`src/rtl/eew_pkg.sv`:
```
package eew_pkg;
    typedef enum logic [1:0] {
        ST_IDLE,
        ST_SHIFT,
        ST_DESEL,
        ST_POLL
    } eew_state_e;

    // leading one followed by the write code 01
    localparam logic [2:0] WR_HDR = 3'b101;
    localparam int HDR_W = 3;
endpackage

```
`src/rtl/eew_div.sv`:
```
module eew_div #(
    parameter int DIV = 4
) (
    input  logic clk,
    input  logic rst_n,
    input  logic en,
    output logic tick
);
    localparam int CNT_W = $clog2(DIV > 1 ? DIV : 2);

    logic [CNT_W-1:0] cnt;

    always_ff @(posedge clk or negedge rst_n) begin
        if (!rst_n) begin
            cnt <= '0;
        end else if (!en || cnt == CNT_W'(DIV - 1)) begin
            cnt <= '0;
        end else begin
            cnt <= cnt + 1'b1;
        end
    end

    assign tick = en && (cnt == CNT_W'(DIV - 1));
endmodule

```
`src/rtl/eew_shreg.sv`:
```
module eew_shreg #(
    parameter int FRAME_W = 29
) (
    input  logic               clk,
    input  logic               rst_n,
    input  logic               load,
    input  logic [FRAME_W-1:0] frame_in,
    input  logic               run,
    input  logic               tick,
    output logic               sk,
    output logic               di,
    output logic               fin
);
    localparam int LEFT_W = $clog2(FRAME_W + 1);

    logic [FRAME_W-1:0] sr;
    logic [LEFT_W-1:0]  left;

    always_ff @(posedge clk or negedge rst_n) begin
        if (!rst_n) begin
            sr   <= '0;
            left <= '0;
            sk   <= 1'b0;
        end else if (load) begin
            sr   <= frame_in;
            left <= LEFT_W'(FRAME_W);
            sk   <= 1'b0;
        end else if (run && tick) begin
            if (!sk) begin
                sk <= 1'b1;
            end else begin
                sk   <= 1'b0;
                sr   <= {sr[FRAME_W-2:0], 1'b0};
                left <= left - 1'b1;
            end
        end
    end

    assign di  = sr[FRAME_W-1];
    assign fin = run && tick && sk && (left == LEFT_W'(1));

    // bit counter never leaves its legal range
    assert_left_range_R2: assert property (@(posedge clk) disable iff (!rst_n)
        left <= LEFT_W'(FRAME_W));
endmodule

```
`src/rtl/eew_sync.sv`:
```
module eew_sync (
    input  logic clk,
    input  logic rst_n,
    input  logic clr,
    input  logic d,
    output logic q
);
    logic s1;

    always_ff @(posedge clk or negedge rst_n) begin
        if (!rst_n) begin
            s1 <= 1'b0;
            q  <= 1'b0;
        end else if (clr) begin
            s1 <= 1'b0;
            q  <= 1'b0;
        end else begin
            s1 <= d;
            q  <= s1;
        end
    end
endmodule

```
`src/rtl/eew_master.sv`:
```
module eew_master
    import eew_pkg::*;
#(
    parameter int ADDR_W      = 10,
    parameter int DATA_W      = 16,
    parameter int CLK_DIV     = 4,
    parameter int DESEL_CYC   = 25,
    parameter int TIMEOUT_CYC = 100000
) (
    input  logic              clk,
    input  logic              rst_n,
    input  logic              req,
    input  logic [ADDR_W-1:0] addr,
    input  logic [DATA_W-1:0] wdata,
    output logic              busy,
    output logic              done,
    output logic              err,
    output logic              ee_cs,
    output logic              ee_sk,
    output logic              ee_di,
    input  logic              ee_do
);
    localparam int FRAME_W  = HDR_W + ADDR_W + DATA_W;
    localparam int WAIT_MAX = (DESEL_CYC > TIMEOUT_CYC) ? DESEL_CYC : TIMEOUT_CYC;
    localparam int WCNT_W   = $clog2(WAIT_MAX + 1);

    eew_state_e        state, nxt;
    logic [WCNT_W-1:0] wcnt;
    logic              tick, fin, rdy_s, load;
    logic              desel_end, poll_end;

    assign load      = (state == ST_IDLE) && req;
    assign desel_end = (wcnt == WCNT_W'(DESEL_CYC - 1));
    assign poll_end  = (wcnt == WCNT_W'(TIMEOUT_CYC - 1));

    eew_div #(.DIV(CLK_DIV)) div_i (
        .clk  (clk),
        .rst_n(rst_n),
        .en   (state == ST_SHIFT),
        .tick (tick)
    );

    eew_shreg #(.FRAME_W(FRAME_W)) shreg_i (
        .clk     (clk),
        .rst_n   (rst_n),
        .load    (load),
        .frame_in({WR_HDR, addr, wdata}),
        .run     (state == ST_SHIFT),
        .tick    (tick),
        .sk      (ee_sk),
        .di      (ee_di),
        .fin     (fin)
    );

    eew_sync sync_i (
        .clk  (clk),
        .rst_n(rst_n),
        .clr  (state != ST_POLL),
        .d    (ee_do),
        .q    (rdy_s)
    );

    // next-state logic
    always_comb begin
        nxt = state;
        unique case (state)
            ST_IDLE:  if (req)       nxt = ST_SHIFT;
            ST_SHIFT: if (fin)       nxt = ST_DESEL;
            ST_DESEL: if (desel_end) nxt = ST_POLL;
            ST_POLL:  if (rdy_s || poll_end) nxt = ST_IDLE;
            default:                 nxt = ST_IDLE;
        endcase
    end

    // state register
    always_ff @(posedge clk or negedge rst_n) begin
        if (!rst_n) state <= ST_IDLE;
        else        state <= nxt;
    end

    // shared deselect / poll counter, cleared on every state change
    always_ff @(posedge clk or negedge rst_n) begin
        if (!rst_n) begin
            wcnt <= '0;
        end else if (state != nxt) begin
            wcnt <= '0;
        end else if (state == ST_DESEL || state == ST_POLL) begin
            wcnt <= wcnt + 1'b1;
        end
    end

    // registered outputs
    always_ff @(posedge clk or negedge rst_n) begin
        if (!rst_n) begin
            ee_cs <= 1'b0;
            done  <= 1'b0;
            err   <= 1'b0;
        end else begin
            ee_cs <= (nxt == ST_SHIFT) || (nxt == ST_POLL);
            done  <= (state == ST_POLL) && rdy_s;
            err   <= (state == ST_POLL) && !rdy_s && poll_end;
        end
    end

    assign busy = (state != ST_IDLE);

    assert_di_hold_R3: assert property (@(posedge clk) disable iff (!rst_n)
        (ee_sk && $past(ee_sk)) |-> $stable(ee_di));

    assert_sk_gated_R4: assert property (@(posedge clk) disable iff (!rst_n)
        !ee_cs |-> !ee_sk);

    assert_done_idle_R6: assert property (@(posedge clk) disable iff (!rst_n)
        done |-> (!busy && !ee_cs));

    assert_err_excl_R8: assert property (@(posedge clk) disable iff (!rst_n)
        !(done && err));

    assert_cs_drop_R4: assert property (@(posedge clk) disable iff (!rst_n)
        ($past(busy) && $fell(ee_sk) && $past(state == ST_SHIFT) && (state == ST_DESEL)) |-> !ee_cs);
endmodule

```
`config.mk`:
```
export PLATFORM = sky130hd
export DESIGN_NAME = eew_master
export DESIGN_NICKNAME = d
export VERILOG_FILES = /design/src/rtl/eew_pkg.sv /design/src/rtl/eew_div.sv /design/src/rtl/eew_shreg.sv /design/src/rtl/eew_sync.sv /design/src/rtl/eew_master.sv
export SDC_FILE = /design/constraint.sdc
export NUM_CORES = 1
export LEC_CHECK = 0
export BUFFER_PORTS_ARGS = -buffer_cell sky130_fd_sc_hd__buf_2
export CAP_MARGIN = 30
export CORE_MARGIN = 2
export CORE_UTILIZATION = 25
export CTS_CLUSTER_DIAMETER = 150
export DETAILED_ROUTE_END_ITERATION = 8
export GPL_TIMING_DRIVEN = 0
export PLACE_DENSITY = 0.41
export SLEW_MARGIN = 20
export SYNTH_ARGS = -nofsm -noshare
export SYNTH_HDL_FRONTEND = slang
export SYNTH_HIERARCHICAL = 1
export SYNTH_SLANG_ARGS = --single-unit
```
`constraint.sdc`:
```
create_clock -name clk -period 6.3 [get_ports clk]
set_input_delay 1.26 -clock clk [delete_from_list [all_inputs] [get_ports clk]]
set_output_delay 1.26 -clock clk [all_outputs]
set_load 0.1 [all_outputs]
```
==> impl_metrics.tcl <==
set metrics [dict create \
    avgSynthCellArea_um2 9.73 \
    yosys_warnings 6 \
    final_cell_area_um2 3920 \
    end_kind "flop" \
    nets 412 \
    worst_pin_slew_ps 572 \
    syn_area_um2 3200 \
    grt_max_degree 37 \
    wl_um 7300 \
    hpwl_um 5100 \
    first_global_vias 2515 \
    hold_path_class "reg -> reg" \
    synthFlopType "dfrtp_1" \
    start_kind "flop" \
    postCtsHoldBufs 0 \
    period_minus_slack_ps 3640 \
    seq_area_frac_synth 0.477 \
    ys_async_sr_fraction 1.00 \
    placementRows 41 \
    cp.arrival_ps 3880 \
    drc 0 \
    nFillCells 1317 \
    seqPwrFrac 0.361 \
    antenna_found_initial 0 \
    core_area_um2 12600 \
    hold_viol 0 \
    skew_ps 5.06 \
    slew_headroom 0.617 \
    ios 36 \
    synth.distinct_cells 50 \
    power_switching_uw 642 \
    die_h_um 117 \
    place_ws_ps 2630 \
    cts_resized 0 \
    cts-buffers-inserted 9 \
    power_mw 1.72 \
    comb_power_share 0.350 \
    cts.reportedPaths.clkPinSlew_ps 60 \
    p_leak_nw 1.67 \
    dpl_cell_area_um2 3620 \
    port_buffers 35 \
    p_int_mw 1.08 \
    grt_first_pass_wirelength_um 12700 \
    worstPathRequired_ps 6540 \
    track_usage 0.119 \
    floorplan.initialDensity 0.255 \
    numClockSinks 61 \
    pwr-share-clk 0.289 \
    vias_per_cell 4.48 \
    synth_seq_cells 61 \
    cts_tree "built" \
    drv_cap 0 \
    setup_tns_ps 0 \
    place_congestion 0.751 \
    setup_slack_ps 2660 \
    antenna_cells 0 \
    drt-wirelength-per-cell_um 13.2 \
    postCtsSetupBuffers 0 \
    report.final.slew_viol_count 0 \
    dieArea_um2 13700 \
    path_class "reg -> reg" \
    powerDensity_nw_per_um2 439 \
    vias 2483 \
    period_share 0.578 \
    ctsHtreeMaxLevel 3 \
    dieWidth_um 117 \
    grt-ovfl-total 0 \
    syn_inst 329 \
    rsz0062_at_grt "false" \
    drive_gt1_frac 0.259 \
    drtIter0Drc 180 \
    root_buffer "clkbuf_16" \
    ir_drop_v 0.000155 \
    clock.fmax_ghz 0.275 \
    p_sw_frac 0.374 \
    finalSetupViolCount 0 \
    synth_edf_count 0 \
    final_antenna_net_count 0 \
    cp_max_fo 10 \
    clock_path_buffers 2 \
    firstDrtPassIters 5 \
    status "finished, final reports clean" \
    finish.utilization 0.312 \
    syn_to_final_growth_pct 22.4 \
    clk_latency_ps 330 \
]
[per-layer routing]
layer | GRT usage | wire length [um] | vias to the layer above
li1 | - | - | 1239
met1 | 0.154 | 3450 | 1194
met2 | 0.192 | 3470 | 41
met3 | 0.0371 | 317 | 9
met4 | 0.0329 | 65 | 0
met5 | 0 | 0 | -
[power groups by stage]
stage          sequential (mW)  clock (mW)  combinational (mW)
6_report                 0.620       0.497               0.601
3_5_place_dp             0.626           0               0.614
3_3_place_gp             0.623           0               0.603
2_1_floorplan            0.674           0               0.425
4_1_cts                  0.620       0.516               0.615
5_1_grt                  0.637       0.536               0.684
[flip-flops by register name, summed over array words and instances, names as in the netlist]
| signal | count |
|---|---|
| shreg_i/sr | 29 |
| wcnt | 17 |
| shreg_i/left | 5 |
| div_i/cnt | 2 |
| state | 2 |
| done | 1 |
| ee_cs | 1 |
| err | 1 |
| shreg_i/sk | 1 |
| sync_i/q | 1 |
| sync_i/s1 | 1 |
[final cells by class]
cell class	count	area (um^2)	area share
Timing Repair Buffer	36	198	0.0505
Tap cell	172	215	0.0549
Clock inverter	7	73.8	0.0188
Buffer	19	136	0.0348
Multi-Input combinational cell	241	1510	0.385
Sequential cell	61	1530	0.390
Clock buffer	9	225	0.0575
Inverter	9	33.8	0.00862
[cell usage after synthesis, types with 2 or more instances]
cell | n | area, um^2
a21oi_2 | 19 | 166
nand4_1 | 6 | 37.5
buf_2 | 6 | 30.0
nand2_1 | 40 | 150
nand3_1 | 8 | 40.0
and3_1 | 3 | 18.8
xor2_1 | 6 | 52.6
nor2b_1 | 33 | 206
o21ai_0 | 7 | 35.0
mux2i_1 | 5 | 50.1
clkbuf_1 | 5 | 18.8
ha_1 | 5 | 62.6
or2_2 | 2 | 12.5
o21bai_1 | 2 | 15.0
conb_1 | 2 | 7.51
buf_4 | 2 | 15.0
inv_1 | 9 | 33.8
and4_2 | 2 | 20.0
xnor2_1 | 6 | 52.6
a211oi_1 | 4 | 30.0
or3_1 | 3 | 18.8
nor3_1 | 17 | 85.1
nor2_1 | 5 | 18.8
dfrtp_1 | 61 | 1530
a21oi_1 | 40 | 200
nor4_1 | 6 | 37.5
buf_8 | 2 | 30.0
[path summary, 6_finish.rpt]
check	slack, ps	start	cells after the start	end
worst max register to register	2660	state[1]	10	wcnt[15]
max in group asynchronous	4930	rst_n	2	wcnt[16]
worst min-delay path	450	div_i/cnt[0]	1	div_i/cnt[0]
worst min register to register	450	div_i/cnt[0]	1	div_i/cnt[0]
worst max-delay path	2660	state[1]	10	wcnt[15]
min in group asynchronous	850	rst_n	1	shreg_i/sr[18]
[worst max-delay path: stages (launching register included)]
cell and delay [ps]:
dfrtp_1 430, buf_1 270, nor2b_1 350, and2_2 240, nand3_2 170, clkbuf_1 310, nor3_1 470, mux2i_1 230
a211o_1 390, or3_2 460, a211oi_1 220
[layout by cell type (no fill, tap or decap), types with 2 or more instances in the layout]
| cell | instances |
|---|---|
| a211oi_1 | 4 |
| a21oi_1 | 40 |
| a21oi_2 | 19 |
| and3_1 | 3 |
| and4_2 | 2 |
| buf_12 | 2 |
| buf_2 | 40 |
| buf_4 | 3 |
| buf_8 | 2 |
| clkbuf_1 | 5 |
| clkbuf_16 | 9 |
| clkinv_2 | 2 |
| conb_1 | 3 |
| dfrtp_1 | 61 |
| ha_1 | 5 |
| inv_1 | 9 |
| inv_6 | 2 |
| mux2i_1 | 5 |
| nand2_1 | 40 |
| nand3_1 | 8 |
| nand4_1 | 6 |
| nor2_1 | 5 |
| nor2b_1 | 33 |
| nor3_1 | 17 |
| nor4_1 | 6 |
| o21ai_0 | 7 |
| o21bai_1 | 2 |
| or2_2 | 2 |
| or3_1 | 3 |
| xnor2_1 | 6 |
| xor2_1 | 6 |
[kinds of logic after synthesis]
family	share of synthesized area
adder cells (fa/ha/maj)	0.0195
XOR/XNOR	0.0328
flip-flops	0.477
multiplexers	0.0156
AND/OR/NAND/NOR	0.242
buffers and inverters	0.0531
other	0.00235
AO/OA/AOI/OAI	0.158
[metrics by stage]
step | std cells | hold slack (ps)
CTS | 554 | 455
finish | 554 | 452
floorplan | 330 | 429
detailed placement | 538 | 447
global placement | 537 | 440
global route | 554 | 481
(Power assumes the default switching activity.)
